## config.mk

```make
export PLATFORM = sky130hd
export DESIGN_NAME = spi_fifo_master
export DESIGN_NICKNAME = d
export VERILOG_FILES = /design/src/rtl/spi_fifo_pkg.sv /design/src/rtl/spi_word_fifo.sv /design/src/rtl/spi_shift_engine.sv /design/src/rtl/spi_fifo_master.sv
export SDC_FILE = /design/constraint.sdc
export NUM_CORES = 1
export LEC_CHECK = 0
export BUFFER_PORTS_ARGS = -buffer_cell sky130_fd_sc_hd__buf_2
export CAP_MARGIN = 20
export CORE_MARGIN = 2
export CORE_UTILIZATION = 25
export DETAILED_ROUTE_END_ITERATION = 8
export PLACE_DENSITY = 0.4
export SLEW_MARGIN = 20
export SYNTH_ARGS = -nofsm -noshare
export SYNTH_HDL_FRONTEND = slang
export SYNTH_HIERARCHICAL = 1
export SYNTH_SLANG_ARGS = --single-unit
```

## constraint.sdc

```tcl
create_clock -name clk -period 7.42 [get_ports clk]
set_clock_uncertainty 0.15 [all_clocks]
set_input_delay 0.371 -clock clk [delete_from_list [all_inputs] [get_ports clk]]
set_output_delay 0.371 -clock clk [all_outputs]
set_load 0.02 [all_outputs]
```

## src/rtl/spi_fifo_pkg.sv

```systemverilog
package spi_fifo_pkg;
  localparam logic [4:0] A_MCTL = 5'h00;
  localparam logic [4:0] A_CTL0 = 5'h04;
  localparam logic [4:0] A_CTL1 = 5'h08;
  localparam logic [4:0] A_STAT = 5'h14;
  localparam logic [4:0] A_DATA = 5'h18;

  typedef enum logic [1:0] {
    MODE_NONE = 2'b00,
    MODE_CFG  = 2'b01,
    MODE_ACT  = 2'b10,
    MODE_RSV  = 2'b11
  } op_mode_e;

  typedef struct packed {
    logic [1:0] thr_m1;
    logic       rx_ie;
    logic       msb_first;
    logic       cpha;
    logic       cpol;
  } ctl0_t;
endpackage

```

## src/rtl/spi_word_fifo.sv

```systemverilog
module spi_word_fifo #(
  parameter int W     = 16,
  parameter int DEPTH = 4
) (
  input  logic                       clk,
  input  logic                       rst_n,
  input  logic                       clr,
  input  logic                       push,
  input  logic                       pop,
  input  logic [W-1:0]               wdata,
  output logic [W-1:0]               rdata,
  output logic [$clog2(DEPTH+1)-1:0] count,
  output logic                       full,
  output logic                       empty
);
  localparam int AW = (DEPTH > 1) ? $clog2(DEPTH) : 1;
  localparam int CW = $clog2(DEPTH+1);

  logic [W-1:0]  mem [DEPTH];
  logic [AW-1:0] wp_q, wp_nx, rp_q, rp_nx;
  logic [CW-1:0] cnt_q, cnt_nx;
  logic          do_push, do_pop;

  assign full    = (cnt_q == CW'(DEPTH));
  assign empty   = (cnt_q == '0);
  assign do_push = push && !full;
  assign do_pop  = pop && !empty;
  assign rdata   = mem[rp_q];
  assign count   = cnt_q;

  always_comb begin
    wp_nx  = wp_q;
    rp_nx  = rp_q;
    cnt_nx = cnt_q;
    if (clr) begin
      wp_nx  = '0;
      rp_nx  = '0;
      cnt_nx = '0;
    end else begin
      if (do_push) wp_nx = (wp_q == AW'(DEPTH-1)) ? '0 : wp_q + 1'b1;
      if (do_pop)  rp_nx = (rp_q == AW'(DEPTH-1)) ? '0 : rp_q + 1'b1;
      if (do_push && !do_pop)      cnt_nx = cnt_q + 1'b1;
      else if (do_pop && !do_push) cnt_nx = cnt_q - 1'b1;
    end
  end

  always_ff @(posedge clk or negedge rst_n) begin
    if (!rst_n) begin
      wp_q  <= '0;
      rp_q  <= '0;
      cnt_q <= '0;
    end else begin
      wp_q  <= wp_nx;
      rp_q  <= rp_nx;
      cnt_q <= cnt_nx;
    end
  end

  always_ff @(posedge clk) begin
    if (do_push && !clr) mem[wp_q] <= wdata;
  end


  fifo_full_drop_chk: assert property (@(posedge clk) disable iff (!rst_n)
    (push && full && !pop && !clr) |=> (count == CW'(DEPTH)));


  fifo_clear_chk: assert property (@(posedge clk) disable iff (!rst_n)
    clr |=> (count == '0));
endmodule

```

## src/rtl/spi_shift_engine.sv

```systemverilog
module spi_shift_engine #(
  parameter int W  = 16,
  parameter int DW = 8
) (
  input  logic          clk,
  input  logic          rst_n,
  input  logic          go,
  input  logic [DW-1:0] div,
  input  logic          len16,
  input  logic          cpol,
  input  logic          cpha,
  input  logic          msb_first,
  input  logic [W-1:0]  tx_word,
  input  logic          miso,
  output logic          busy,
  output logic          done,
  output logic [W-1:0]  rx_word,
  output logic          sclk,
  output logic          mosi
);
  localparam int EW = $clog2(2*W+1);
  localparam int HW = W/2;

  logic [DW-1:0] cnt_q, cnt_nx, reload;
  logic [EW-1:0] ecnt_q, ecnt_nx;
  logic          busy_q, busy_nx, lead_q, lead_nx, sclk_q, sclk_nx, mosi_q, mosi_nx;
  logic [W-1:0]  txs_q, txs_nx, rxs_q, rxs_nx, txs_sh, rxs_sh, rx_fin, ld_sh;
  logic          tick, samp, drv, last, cur_bit, ld_bit;

  assign reload = (div == '0) ? '0 : div - 1'b1;
  assign tick   = busy_q && (cnt_q == '0);
  assign samp   = tick && (lead_q ^ cpha);
  assign drv    = tick && !(lead_q ^ cpha);
  assign last   = tick && (ecnt_q == EW'(1));

  assign cur_bit = msb_first ? (len16 ? txs_q[W-1] : txs_q[HW-1]) : txs_q[0];
  assign ld_bit  = msb_first ? (len16 ? tx_word[W-1] : tx_word[HW-1]) : tx_word[0];
  assign txs_sh  = msb_first ? (txs_q << 1) : (txs_q >> 1);
  assign ld_sh   = msb_first ? (tx_word << 1) : (tx_word >> 1);
  assign rxs_sh  = msb_first ? {rxs_q[W-2:0], miso} : {miso, rxs_q[W-1:1]};
  assign rx_fin  = samp ? rxs_sh : rxs_q;

  always_comb begin
    if (len16)          rx_word = rx_fin;
    else if (msb_first) rx_word = {{HW{1'b0}}, rx_fin[HW-1:0]};
    else                rx_word = {{HW{1'b0}}, rx_fin[W-1:HW]};
  end

  always_comb begin
    busy_nx = busy_q;
    cnt_nx  = cnt_q;
    ecnt_nx = ecnt_q;
    lead_nx = lead_q;
    sclk_nx = sclk_q;
    mosi_nx = mosi_q;
    txs_nx  = txs_q;
    rxs_nx  = rxs_q;
    if (go && !busy_q) begin
      busy_nx = 1'b1;
      cnt_nx  = reload;
      ecnt_nx = len16 ? EW'(2*W) : EW'(W);
      lead_nx = 1'b1;
      sclk_nx = cpol;
      rxs_nx  = '0;
      txs_nx  = tx_word;
      if (!cpha) begin
        mosi_nx = ld_bit;
        txs_nx  = ld_sh;
      end
    end else if (busy_q) begin
      if (tick) begin
        cnt_nx  = reload;
        ecnt_nx = ecnt_q - 1'b1;
        lead_nx = !lead_q;
        sclk_nx = !sclk_q;
        if (samp) rxs_nx = rxs_sh;
        if (drv) begin
          mosi_nx = cur_bit;
          txs_nx  = txs_sh;
        end
        if (last) busy_nx = 1'b0;
      end else begin
        cnt_nx = cnt_q - 1'b1;
      end
    end
  end

  always_ff @(posedge clk or negedge rst_n) begin
    if (!rst_n) begin
      busy_q <= 1'b0;
      cnt_q  <= '0;
      ecnt_q <= '0;
      lead_q <= 1'b1;
      sclk_q <= 1'b0;
      mosi_q <= 1'b0;
      txs_q  <= '0;
      rxs_q  <= '0;
    end else begin
      busy_q <= busy_nx;
      cnt_q  <= cnt_nx;
      ecnt_q <= ecnt_nx;
      lead_q <= lead_nx;
      sclk_q <= sclk_nx;
      mosi_q <= mosi_nx;
      txs_q  <= txs_nx;
      rxs_q  <= rxs_nx;
    end
  end

  assign busy = busy_q;
  assign done = last;
  assign sclk = busy_q ? sclk_q : cpol;
  assign mosi = mosi_q;


  engine_rest_level_chk: assert property (@(posedge clk) disable iff (!rst_n)
    $fell(busy_q) |-> (sclk_q == cpol));
endmodule

```

## src/rtl/spi_fifo_master.sv

```systemverilog
module spi_fifo_master #(
  parameter int DATA_W     = 16,
  parameter int FIFO_DEPTH = 4,
  parameter int DIV_W      = 8
) (
  input  logic        clk,
  input  logic        rst_n,
  input  logic [4:0]  bus_addr,
  input  logic        bus_wr,
  input  logic        bus_rd,
  input  logic [15:0] bus_wdata,
  output logic [15:0] bus_rdata,
  output logic        irq,
  output logic        sclk,
  output logic        mosi,
  input  logic        miso
);
  import spi_fifo_pkg::*;
  localparam int CW = $clog2(FIFO_DEPTH+1);

  logic [1:0] rsync_q;
  logic       rst_ni;

  always_ff @(posedge clk or negedge rst_n) begin
    if (!rst_n) rsync_q <= 2'b00;
    else        rsync_q <= {rsync_q[0], 1'b1};
  end
  assign rst_ni = rsync_q[1];

  op_mode_e          mode_q, mode_nx;
  logic              stop_q, stop_nx;
  ctl0_t             ctl0_q, ctl0_nx;
  logic [DIV_W-1:0]  div_q, div_nx, div_s_q, div_s_nx;
  logic [4:0]        wlen_q, wlen_nx;
  logic              len16_s_q, len16_s_nx;

  logic wr_mctl, wr_ctl0, wr_ctl1, wr_data, rd_data, cfg, active, enter_act, clr;
  logic go, busy, done, rx_flag;
  logic [DATA_W-1:0] tx_head, rx_head, rx_word;
  logic [CW-1:0]     tx_cnt, rx_cnt;
  logic              tx_full, tx_empty, rx_full, rx_empty;
  logic [2:0]        thr;

  assign wr_mctl   = bus_wr && (bus_addr == A_MCTL);
  assign wr_ctl0   = bus_wr && (bus_addr == A_CTL0);
  assign wr_ctl1   = bus_wr && (bus_addr == A_CTL1);
  assign wr_data   = bus_wr && (bus_addr == A_DATA);
  assign rd_data   = bus_rd && (bus_addr == A_DATA);
  assign cfg       = (mode_q == MODE_CFG);
  assign active    = (mode_q == MODE_ACT);
  assign clr       = wr_mctl && bus_wdata[0];
  assign enter_act = (mode_nx == MODE_ACT) && !active;

  always_comb begin
    mode_nx    = mode_q;
    stop_nx    = stop_q;
    ctl0_nx    = ctl0_q;
    div_nx     = div_q;
    wlen_nx    = wlen_q;
    div_s_nx   = div_s_q;
    len16_s_nx = len16_s_q;
    if (wr_mctl) begin
      mode_nx = op_mode_e'(bus_wdata[7:6]);
      stop_nx = bus_wdata[1];
    end
    if (wr_ctl0 && cfg) begin
      ctl0_nx.thr_m1    = bus_wdata[13:12];
      ctl0_nx.rx_ie     = bus_wdata[9];
      ctl0_nx.msb_first = bus_wdata[2];
      ctl0_nx.cpha      = bus_wdata[1];
      ctl0_nx.cpol      = bus_wdata[0];
    end
    if (wr_ctl1 && cfg) begin
      div_nx  = bus_wdata[15:8];
      wlen_nx = bus_wdata[4:0];
    end
    if (enter_act) begin
      div_s_nx   = div_q;
      len16_s_nx = (wlen_q == 5'd16);
    end
  end

  always_ff @(posedge clk or negedge rst_ni) begin
    if (!rst_ni) begin
      mode_q    <= MODE_CFG;
      stop_q    <= 1'b0;
      ctl0_q    <= '0;
      div_q     <= '0;
      wlen_q    <= '0;
      div_s_q   <= '0;
      len16_s_q <= 1'b0;
    end else begin
      mode_q    <= mode_nx;
      stop_q    <= stop_nx;
      ctl0_q    <= ctl0_nx;
      div_q     <= div_nx;
      wlen_q    <= wlen_nx;
      div_s_q   <= div_s_nx;
      len16_s_q <= len16_s_nx;
    end
  end

  assign go = active && !stop_q && !busy && !tx_empty && !rx_full;

  spi_word_fifo #(.W(DATA_W), .DEPTH(FIFO_DEPTH)) u_txq (
    .clk(clk), .rst_n(rst_ni), .clr(clr), .push(wr_data && active), .pop(go),
    .wdata(bus_wdata), .rdata(tx_head), .count(tx_cnt), .full(tx_full), .empty(tx_empty));

  spi_word_fifo #(.W(DATA_W), .DEPTH(FIFO_DEPTH)) u_rxq (
    .clk(clk), .rst_n(rst_ni), .clr(clr), .push(done), .pop(rd_data),
    .wdata(rx_word), .rdata(rx_head), .count(rx_cnt), .full(rx_full), .empty(rx_empty));

  spi_shift_engine #(.W(DATA_W), .DW(DIV_W)) u_eng (
    .clk(clk), .rst_n(rst_ni), .go(go), .div(div_s_q), .len16(len16_s_q),
    .cpol(ctl0_q.cpol), .cpha(ctl0_q.cpha), .msb_first(ctl0_q.msb_first),
    .tx_word(tx_head), .miso(miso), .busy(busy), .done(done), .rx_word(rx_word),
    .sclk(sclk), .mosi(mosi));

  assign thr     = {1'b0, ctl0_q.thr_m1} + 3'd1;
  assign rx_flag = (3'(rx_cnt) >= thr);
  assign irq     = rx_flag && ctl0_q.rx_ie;

  always_comb begin
    bus_rdata = '0;
    case (bus_addr)
      A_MCTL: bus_rdata = {8'h00, mode_q, 4'h0, stop_q, 1'b0};
      A_CTL0: bus_rdata = {2'b00, ctl0_q.thr_m1, 2'b00, ctl0_q.rx_ie, 6'h00,
                           ctl0_q.msb_first, ctl0_q.cpha, ctl0_q.cpol};
      A_CTL1: bus_rdata = {div_q, 3'b000, wlen_q};
      A_STAT: bus_rdata = {1'b0, rx_flag, 3'(tx_cnt), 3'(rx_cnt), 5'h00,
                           (tx_empty && !busy), 2'b00};
      A_DATA: bus_rdata = rx_empty ? '0 : rx_head;
      default: bus_rdata = '0;
    endcase
  end


  cfg_write_gate_chk: assert property (@(posedge clk) disable iff (!rst_ni)
    (wr_ctl1 && !cfg) |=> ($stable(div_q) && $stable(wlen_q)));


  act_latch_chk: assert property (@(posedge clk) disable iff (!rst_ni)
    (active && $past(mode_q) != MODE_ACT) |-> (div_s_q == $past(div_q)));


  rx_full_hold_chk: assert property (@(posedge clk) disable iff (!rst_ni)
    (rx_full && !busy) |=> !busy);
endmodule

```

==> metrics.txt, run 1 <==
# TYPE chip_impl_metric gauge
chip_impl_info{name="run_status",value="finished, final reports clean"} 1
chip_impl_metric{name="vias",unit=""} 7267
chip_impl_metric{name="finalWirelength",unit="um"} 29600
chip_impl_metric{name="first_global_vias",unit=""} 6996
chip_impl_metric{name="timing.final.setup_violations",unit=""} 0
chip_impl_metric{name="synth.distinct_cells",unit=""} 76
chip_impl_metric{name="drt_pre_antenna_iters",unit=""} 5
chip_impl_metric{name="dpl.hpwl",unit="um"} 20000
chip_impl_metric{name="vdd.ir_drop.worst",unit="mV"} 0.132
chip_impl_metric{name="synthDominantCellAreaShare",unit="%"} 33.9
chip_impl_metric{name="cell_internal_pwr",unit="W"} 0.00260
chip_impl_metric{name="final.setup.worst_slack",unit="ps"} 3310
chip_impl_metric{name="hold_viol_final",unit=""} 0
chip_impl_metric{name="cp_data_arrival_time",unit="ps"} 4110
chip_impl_metric{name="mappedNetlistArea",unit="um^2"} 11300
chip_impl_metric{name="largest_fanout_on_the_critical_path",unit=""} 16
chip_impl_metric{name="p_seq_share",unit="%"} 43.0
chip_impl_info{name="path_class",value="flop to flop"} 1
chip_impl_info{name="tritoncts_clock_tree",value="yes"} 1
chip_impl_metric{name="vias_per_cell",unit=""} 4.72
chip_impl_info{name="grt_setup_unrepaired",value="no"} 1
chip_impl_metric{name="max_cap_viol_count",unit=""} 0
chip_impl_metric{name="design.core.area",unit="um^2"} 45100
chip_impl_metric{name="p_r_area_growth_vs_syn",unit="%"} 15.9
chip_impl_metric{name="routedWlPerCell",unit="um"} 19.2
chip_impl_metric{name="h_tree_depth",unit=""} 1
chip_impl_metric{name="antennaDiodeCount",unit=""} 0
chip_impl_metric{name="tritoncts.num_buffers",unit=""} 25
chip_impl_metric{name="start_util",unit="%"} 25.2
chip_impl_metric{name="max_slew_margin",unit="%"} 30.6
chip_impl_metric{name="power.static_leakage",unit="nW"} 5.04
chip_impl_metric{name="period_needed",unit="ps"} 4110
chip_impl_info{name="final_common_cell",value="edfxtp_1"} 1
chip_impl_metric{name="die_height",unit="um"} 217
chip_impl_metric{name="switching_share",unit="%"} 30.8
chip_impl_info{name="setup.worst_path.start_class",value="flop"} 1
chip_impl_metric{name="number_of_flip_flops_and_latches_in_the_synthesized_netlist",unit=""} 225
chip_impl_metric{name="number_of_enable_type_register_cells_in_the_synthesized_netlist",unit=""} 128
chip_impl_metric{name="fin_crit_sh",unit="%"} 55.4
chip_impl_metric{name="placementRows",unit=""} 78
chip_impl_metric{name="dp_worst_setup_slack",unit="ps"} 3300
chip_impl_metric{name="tightestPinTransition",unit="ps"} 1030
chip_impl_metric{name="power-per-cell-area",unit="nW/um^2"} 285
chip_impl_metric{name="combPwrFrac",unit="%"} 21.9
chip_impl_metric{name="drt_iter0_drc",unit=""} 509
chip_impl_metric{name="ant_nets",unit=""} 0
chip_impl_metric{name="clkSlewWorstSetupHoldPaths",unit="ps"} 70
chip_impl_metric{name="cts_setup_buffers",unit=""} 0
chip_impl_metric{name="fin_setup_tns",unit="ps"} 0
chip_impl_info{name="synthTopCellsByArea",value="edfxtp_1 (34%), dfrtp_1 (21%), mux2i_1 (5.7%), mux4_1 (3.7%), mux4_2 (3.4%)"} 1
chip_impl_metric{name="clockBufferDepth",unit=""} 3
chip_impl_metric{name="port_buffers",unit=""} 44
chip_impl_metric{name="cp_data_required_time",unit="ps"} 7420
chip_impl_metric{name="design.die.area",unit="um^2"} 47100
chip_impl_metric{name="pin_count",unit=""} 45
chip_impl_info{name="clock_tree.root_cell",value="clkbuf_16"} 1
chip_impl_info{name="worst_hold_path_type",value="input pin to flop"} 1
chip_impl_metric{name="grt_antenna_before_repair",unit=""} 0
chip_impl_metric{name="grt.total_usage",unit="%"} 12.5
chip_impl_info{name="post-synth-top-area-cell",value="edfxtp_1"} 1
chip_impl_info{name="critical_path.endpoint_type",value="flop"} 1
chip_impl_metric{name="final-max-slew-violation-count",unit=""} 0
chip_impl_metric{name="worstSkewPairLatency",unit="ps"} 540
chip_impl_metric{name="post_route_cells_drive_above_1_share",unit="%"} 18.0
chip_impl_metric{name="first_pass_grt_wire_length",unit="um"} 45400
chip_impl_metric{name="yosysWarnings",unit=""} 6
chip_impl_metric{name="grt_max_degree",unit=""} 57
chip_impl_metric{name="place_congestion",unit=""} 0.762
chip_impl_metric{name="avgSynthCellArea",unit="um^2"} 12.9
chip_impl_metric{name="fmaxAchievable",unit="MHz"} 243
chip_impl_metric{name="fin_util",unit="%"} 29.2
chip_impl_metric{name="clkSinkCount",unit=""} 225
chip_impl_metric{name="remaining_drc_errors",unit=""} 0
chip_impl_metric{name="p_sw",unit="W"} 0.00116
chip_impl_metric{name="postSynthNetCount",unit=""} 922
chip_impl_metric{name="async_s_r_ff_share_synth",unit="%"} 43.1
chip_impl_info{name="most_instantiated_flip_flop_cell_in_the_synthesis_netlist",value="edfxtp_1"} 1
chip_impl_info{name="most-common-layout-cells",value="edfxtp_1 (128), dfrtp_1 (93), nor2_1 (69)"} 1
chip_impl_metric{name="fp.dieW",unit="um"} 217
chip_impl_metric{name="finalNetCount",unit=""} 967
chip_impl_metric{name="ys_seq_area_share",unit="%"} 55.3
chip_impl_metric{name="synthesis.instances",unit=""} 876
chip_impl_metric{name="layout.cell_area.non_filler",unit="um^2"} 13200
chip_impl_metric{name="pwr-share-clk",unit="%"} 35.1
chip_impl_metric{name="grt.overflow.total",unit=""} 0
chip_impl_metric{name="place_area",unit="um^2"} 12100
-- power groups by stage --
stage                     Combinational, W  Clock (W)  Sequential, W
after floorplan                   0.000695          0        0.00153
after global placement            0.000827          0        0.00163
after detailed placement          0.000830          0        0.00164
after CTS                         0.000840    0.00136        0.00161
after global routing              0.000916    0.00142        0.00164
final                             0.000823    0.00132        0.00161
-- cells by family (layout without fill, tap and decap cells) --
family,after synthesis,in the layout,share of synthesized area (%)
and+or+nand+nor,232,232,11.0
other,1,1,0.0331
adders and majority gates,20,20,2.34
DFF,225,225,55.3
muxes,134,134,16.4
AOI/OAI and AO/OA,169,169,10.3
xor gates and xnor gates,12,12,0.927
buffers and inverters,83,147,3.74
-- Yosys cell counts, drive strengths merged, types with 12 or more instances --
cell / instances
a21oi: 35
clkbuf: 21
ha: 18
nor2: 69
edfxtp: 128
a211oi: 13
mux2i: 65
nand3: 12
a31o: 15
dfrtp: 95
nor3: 20
nand2: 57
buf: 36
mux2: 36
o21ai: 44
inv: 26
mux4: 33
-- what timing repair did --
| action | 4_1_cts | 5_1_grt |
|---|---|---|
| hold buffers | 18 | 0 |
| hold endpoints to repair | 76 | 0 |
| gates resized for setup | 0 | 0 |
-- worst max-delay path, stage by stage, from the launching register on --
cell and delay [ps]:
dfrtp_1 460, or4_1 720, nor2_1 470, and4b_1 580, inv_1 160, nor3_1 350
and2_1 800
-- registers in the layout (all words and copies together) (netlist names), 8 cells and up --
name and flops:
u_rxq/mem 64, u_txq/mem 64, div_s_q 8, u_eng/txs_q 16, u_eng/rxs_q 16, div_q 8
u_eng/cnt_q 8
-- worst paths after layout --
path	start	end	slack, ps	depth (start not counted)
max reg2reg	u_eng/cnt_q[4]	u_rxq/mem[3][9]	3310	6
max in group asynchronous	rsync_q[1]	ctl0_q[2]	5630	1
max	u_eng/cnt_q[4]	u_rxq/mem[3][9]	3310	6
min	miso	u_eng/rxs_q[0]	80	3
min reg2reg	rsync_q[1]	u_eng/rxs_q[8]	180	0
min in group asynchronous	rsync_q[1]	u_eng/rxs_q[8]	180	0
-- area by class of cell --
type / instances / area [um^2]
Tap cell: 600 / 751
Timing Repair Buffer: 75 / 498
Clock inverter: 17 / 221
Fill cell: 4642 / 31900
Sequential cell: 225 / 6280
Inverter: 26 / 97.6
Clock buffer: 29 / 641
Multi-Input combinational cell: 568 / 4660
-- through the flow --
step / hold WS, ps / power (W) / std cells
6_report: 82.4 / 0.00375 / 1540
5_1_grt: 89.8 / 0.00397 / 1540
4_1_cts: 53.5 / 0.00382 / 1539
3_5_place_dp: 10.8 / 0.00247 / 1475
3_3_place_gp: 8.20 / 0.00246 / 1475
2_1_floorplan: -74.6 / 0.00223 / 876
-- metal layers --
layer,track usage (%),vias to the layer above,part of all wire (%)
li1,-,3441,-
met1,18.4,3683,50
met2,19.6,120,46
met3,1.93,23,2.9
met4,1.99,0,1.2
met5,0,-,0
No activity file was read; power rests on OpenSTA's default activity.
==> run 2, diff against run 1 <==
==> constraint.sdc (replaced) <==
create_clock -name clk -period 4 [get_ports clk]
set_clock_uncertainty 0.15 [all_clocks]
set_input_delay 0.2 -clock clk [delete_from_list [all_inputs] [get_ports clk]]
set_output_delay 0.2 -clock clk [all_outputs]
set_load 0.02 [all_outputs]
==> metrics.txt, run 2 (same netlist as run 1, synthesis figures left out) <==
# TYPE chip_impl_metric gauge
chip_impl_metric{name="reg2reg_slack",unit="ps"} 850
chip_impl_metric{name="final-max-slew-violation-count",unit=""} 0
chip_impl_metric{name="design.die.area",unit="um^2"} 47100
chip_impl_metric{name="hold_viol_final",unit=""} 0
chip_impl_metric{name="clkSinkCount",unit=""} 225
chip_impl_metric{name="h_tree_depth",unit=""} 1
chip_impl_metric{name="antennaDiodeCount",unit=""} 0
chip_impl_metric{name="fp.dieW",unit="um"} 217
chip_impl_info{name="tritoncts_clock_tree",value="yes"} 1
chip_impl_metric{name="tritoncts.num_buffers",unit=""} 26
chip_impl_info{name="setup.worst_path.start_class",value="flop"} 1
chip_impl_metric{name="power.static_leakage",unit="nW"} 5.16
chip_impl_metric{name="max_slew_margin",unit="%"} 32.1
chip_impl_metric{name="remaining_drc_errors",unit=""} 0
chip_impl_metric{name="timing.final.setup_violations",unit=""} 0
chip_impl_metric{name="dpl.hpwl",unit="um"} 20300
chip_impl_info{name="r2r-start",value="u_txq/count[0]"} 1
chip_impl_metric{name="first_global_vias",unit=""} 7314
chip_impl_info{name="timing.critical_path.slowest_stage_cell",value="dfrtp_1"} 1
chip_impl_info{name="grt_setup_unrepaired",value="no"} 1
chip_impl_info{name="most-common-layout-cells",value="edfxtp_1 (128), dfrtp_1 (93), nor2_1 (69)"} 1
chip_impl_metric{name="largest_fanout_on_the_critical_path",unit=""} 15
chip_impl_metric{name="cts_setup_buffers",unit=""} 0
chip_impl_metric{name="start_util",unit="%"} 25.2
chip_impl_metric{name="critical_path_buf_inv_count",unit=""} 1
chip_impl_metric{name="place_congestion",unit=""} 0.742
chip_impl_metric{name="routedWlPerCell",unit="um"} 19.1
chip_impl_metric{name="max_cap_viol_count",unit=""} 0
chip_impl_info{name="hold_start",value="bus_wr"} 1
chip_impl_metric{name="pin_count",unit=""} 45
chip_impl_metric{name="power.total",unit="W"} 0.00714
chip_impl_metric{name="layout.cell_area.non_filler",unit="um^2"} 13300
chip_impl_metric{name="grt.total_usage",unit="%"} 12.6
chip_impl_metric{name="port_buffers",unit=""} 44
chip_impl_metric{name="cp_data_arrival_time",unit="ps"} 3380
chip_impl_metric{name="finalNetCount",unit=""} 984
chip_impl_metric{name="vdd.ir_drop.worst",unit="mV"} 0.243
chip_impl_info{name="reg2reg_to",value="u_txq/count[2]"} 1
chip_impl_metric{name="fin_setup_tns",unit="ps"} 0
chip_impl_metric{name="finalWirelength",unit="um"} 29700
chip_impl_metric{name="period_needed",unit="ps"} 3150
chip_impl_info{name="path_class",value="flop to flop"} 1
chip_impl_metric{name="grt_antenna_before_repair",unit=""} 0
chip_impl_metric{name="vias_per_cell",unit=""} 4.69
chip_impl_info{name="timing.critical_path.max_delay_family",value="simple AND/OR/NAND/NOR gates"} 1
chip_impl_info{name="worst_hold_path_type",value="input pin to flop"} 1
chip_impl_metric{name="clockBufferDepth",unit=""} 3
chip_impl_metric{name="cp_slowest_stage_delay",unit="ps"} 610
chip_impl_info{name="run_status",value="finished, final reports clean"} 1
chip_impl_info{name="critical-path-top-cell-by-count",value="nor3_1"} 1
chip_impl_metric{name="cts_resized",unit=""} 0
chip_impl_metric{name="drt_pre_antenna_iters",unit=""} 4
chip_impl_metric{name="worst_hold_slack",unit="ps"} 77.3
chip_impl_metric{name="tightestPinTransition",unit="ps"} 1010
chip_impl_metric{name="grt.overflow.total",unit=""} 0
chip_impl_metric{name="dp_worst_setup_slack",unit="ps"} 871
chip_impl_metric{name="worstRegToRegCells",unit=""} 10
chip_impl_metric{name="design.core.area",unit="um^2"} 45100
chip_impl_metric{name="crit_cells",unit=""} 10
chip_impl_metric{name="fmaxAchievable",unit="MHz"} 318
chip_impl_info{name="clock_tree.root_cell",value="clkbuf_16"} 1
chip_impl_metric{name="placementRows",unit=""} 78
chip_impl_metric{name="p_r_area_growth_vs_syn",unit="%"} 17.5
chip_impl_metric{name="cp_data_required_time",unit="ps"} 4230
chip_impl_info{name="final_common_cell",value="edfxtp_1"} 1
chip_impl_metric{name="min_delay_path_depth",unit=""} 6
chip_impl_info{name="cp_cell_sequence",value="nor3_1, or4_1, nor2_1, buf_4, o21a_1, nor3_1, fa_1, and3b_2, a311oi_1, a31oi_1"} 1
chip_impl_metric{name="vias",unit=""} 7300
chip_impl_metric{name="power-per-cell-area",unit="nW/um^2"} 535
chip_impl_metric{name="first_pass_grt_wire_length",unit="um"} 46000
chip_impl_metric{name="die_height",unit="um"} 217
chip_impl_metric{name="clkSlewWorstSetupHoldPaths",unit="ps"} 60
chip_impl_metric{name="worstSkewPairLatency",unit="ps"} 540
chip_impl_metric{name="fin_crit_sh",unit="%"} 78.7
chip_impl_metric{name="cts_hold_repair.buffers",unit=""} 19
chip_impl_metric{name="post_route_cells_drive_above_1_share",unit="%"} 19.3
chip_impl_metric{name="ant_nets",unit=""} 0
chip_impl_metric{name="grt_max_degree",unit=""} 59
chip_impl_metric{name="drt_iter0_drc",unit=""} 475
chip_impl_info{name="reg_top3",value="u_rxq/mem x64, u_txq/mem x64"} 1
chip_impl_info{name="critical_path.endpoint_type",value="flop"} 1
chip_impl_info{name="worst_hold_path.endpoint",value="u_txq/wp_q[1]"} 1
chip_impl_metric{name="final.setup.worst_slack",unit="ps"} 852
chip_impl_metric{name="place_area",unit="um^2"} 12200
==> run 2: cell count changes in the layout (fill, tap and decap cells not counted), sizes merged <==
cell	before	now
buf	57	72
clkbuf	29	31
bufinv	5	6
dlygate4sd3	18	19
inv	27	26
==> run 2: where the power goes <==
group,internal (W),leakage [nW],switching [W]
registers,0.00266,2.50,0.000309
clock network,0.00162,0.449,0.000984
logic,0.000697,2.21,0.000872
total,0.00497,5.16,0.00217
==> run 2: worst register-to-register path: stages (launching register included) <==
cell	delay (ps)
dfrtp_1	610
nor3_1	140
or4_1	530
nor2_1	100
buf_4	220
o21a_1	210
nor3_1	70
fa_1	420
and3b_2	220
a311oi_1	230
a31oi_1	110
==> run 2: worst max path at each step <==
stage	startpoint	to	slack, ps
detailed placement	u_txq/count[0]	u_txq/count[2]	870
global placement	u_eng/cnt_q[4]	u_rxq/count[1]	910
CTS	u_txq/count[0]	u_txq/count[2]	860
floorplan	rsync_q[1]	ctl0_q[0]	950
finish	u_txq/count[0]	u_txq/count[2]	850
global route	u_eng/cnt_q[4]	u_rxq/mem[1][7]	700
==> run 2: cell type report <==
class | instances | area, um^2
timing repair buffer | 91 | 621
clock inverter | 17 | 239
fill | 4641 | 31800
inverter | 26 | 97.6
clock buffer | 31 | 691
sequential | 225 | 6280
multi-input combinational | 568 | 4650
tap | 600 | 751
==> run 2: per-layer routing <==
| layer | GRT usage [%] | routed length, um | vias up |
|---|---|---|---|
| met2 | 20.1 | 13800 | 103 |
| met3 | 1.93 | 835 | 36 |
| met1 | 18.2 | 14600 | 3686 |
| met4 | 2.51 | 513 | 0 |
| li1 | - | - | 3475 |
| met5 | 0 | 0 | - |
==> run 2: through the flow <==
step	utilization [%]	cells
2_1_floorplan	-	876
3_3_place_gp	27.1	1491
3_5_place_dp	27.1	1491
4_1_cts	29.6	1558
5_1_grt	29.6	1558
6_report	29.6	1558
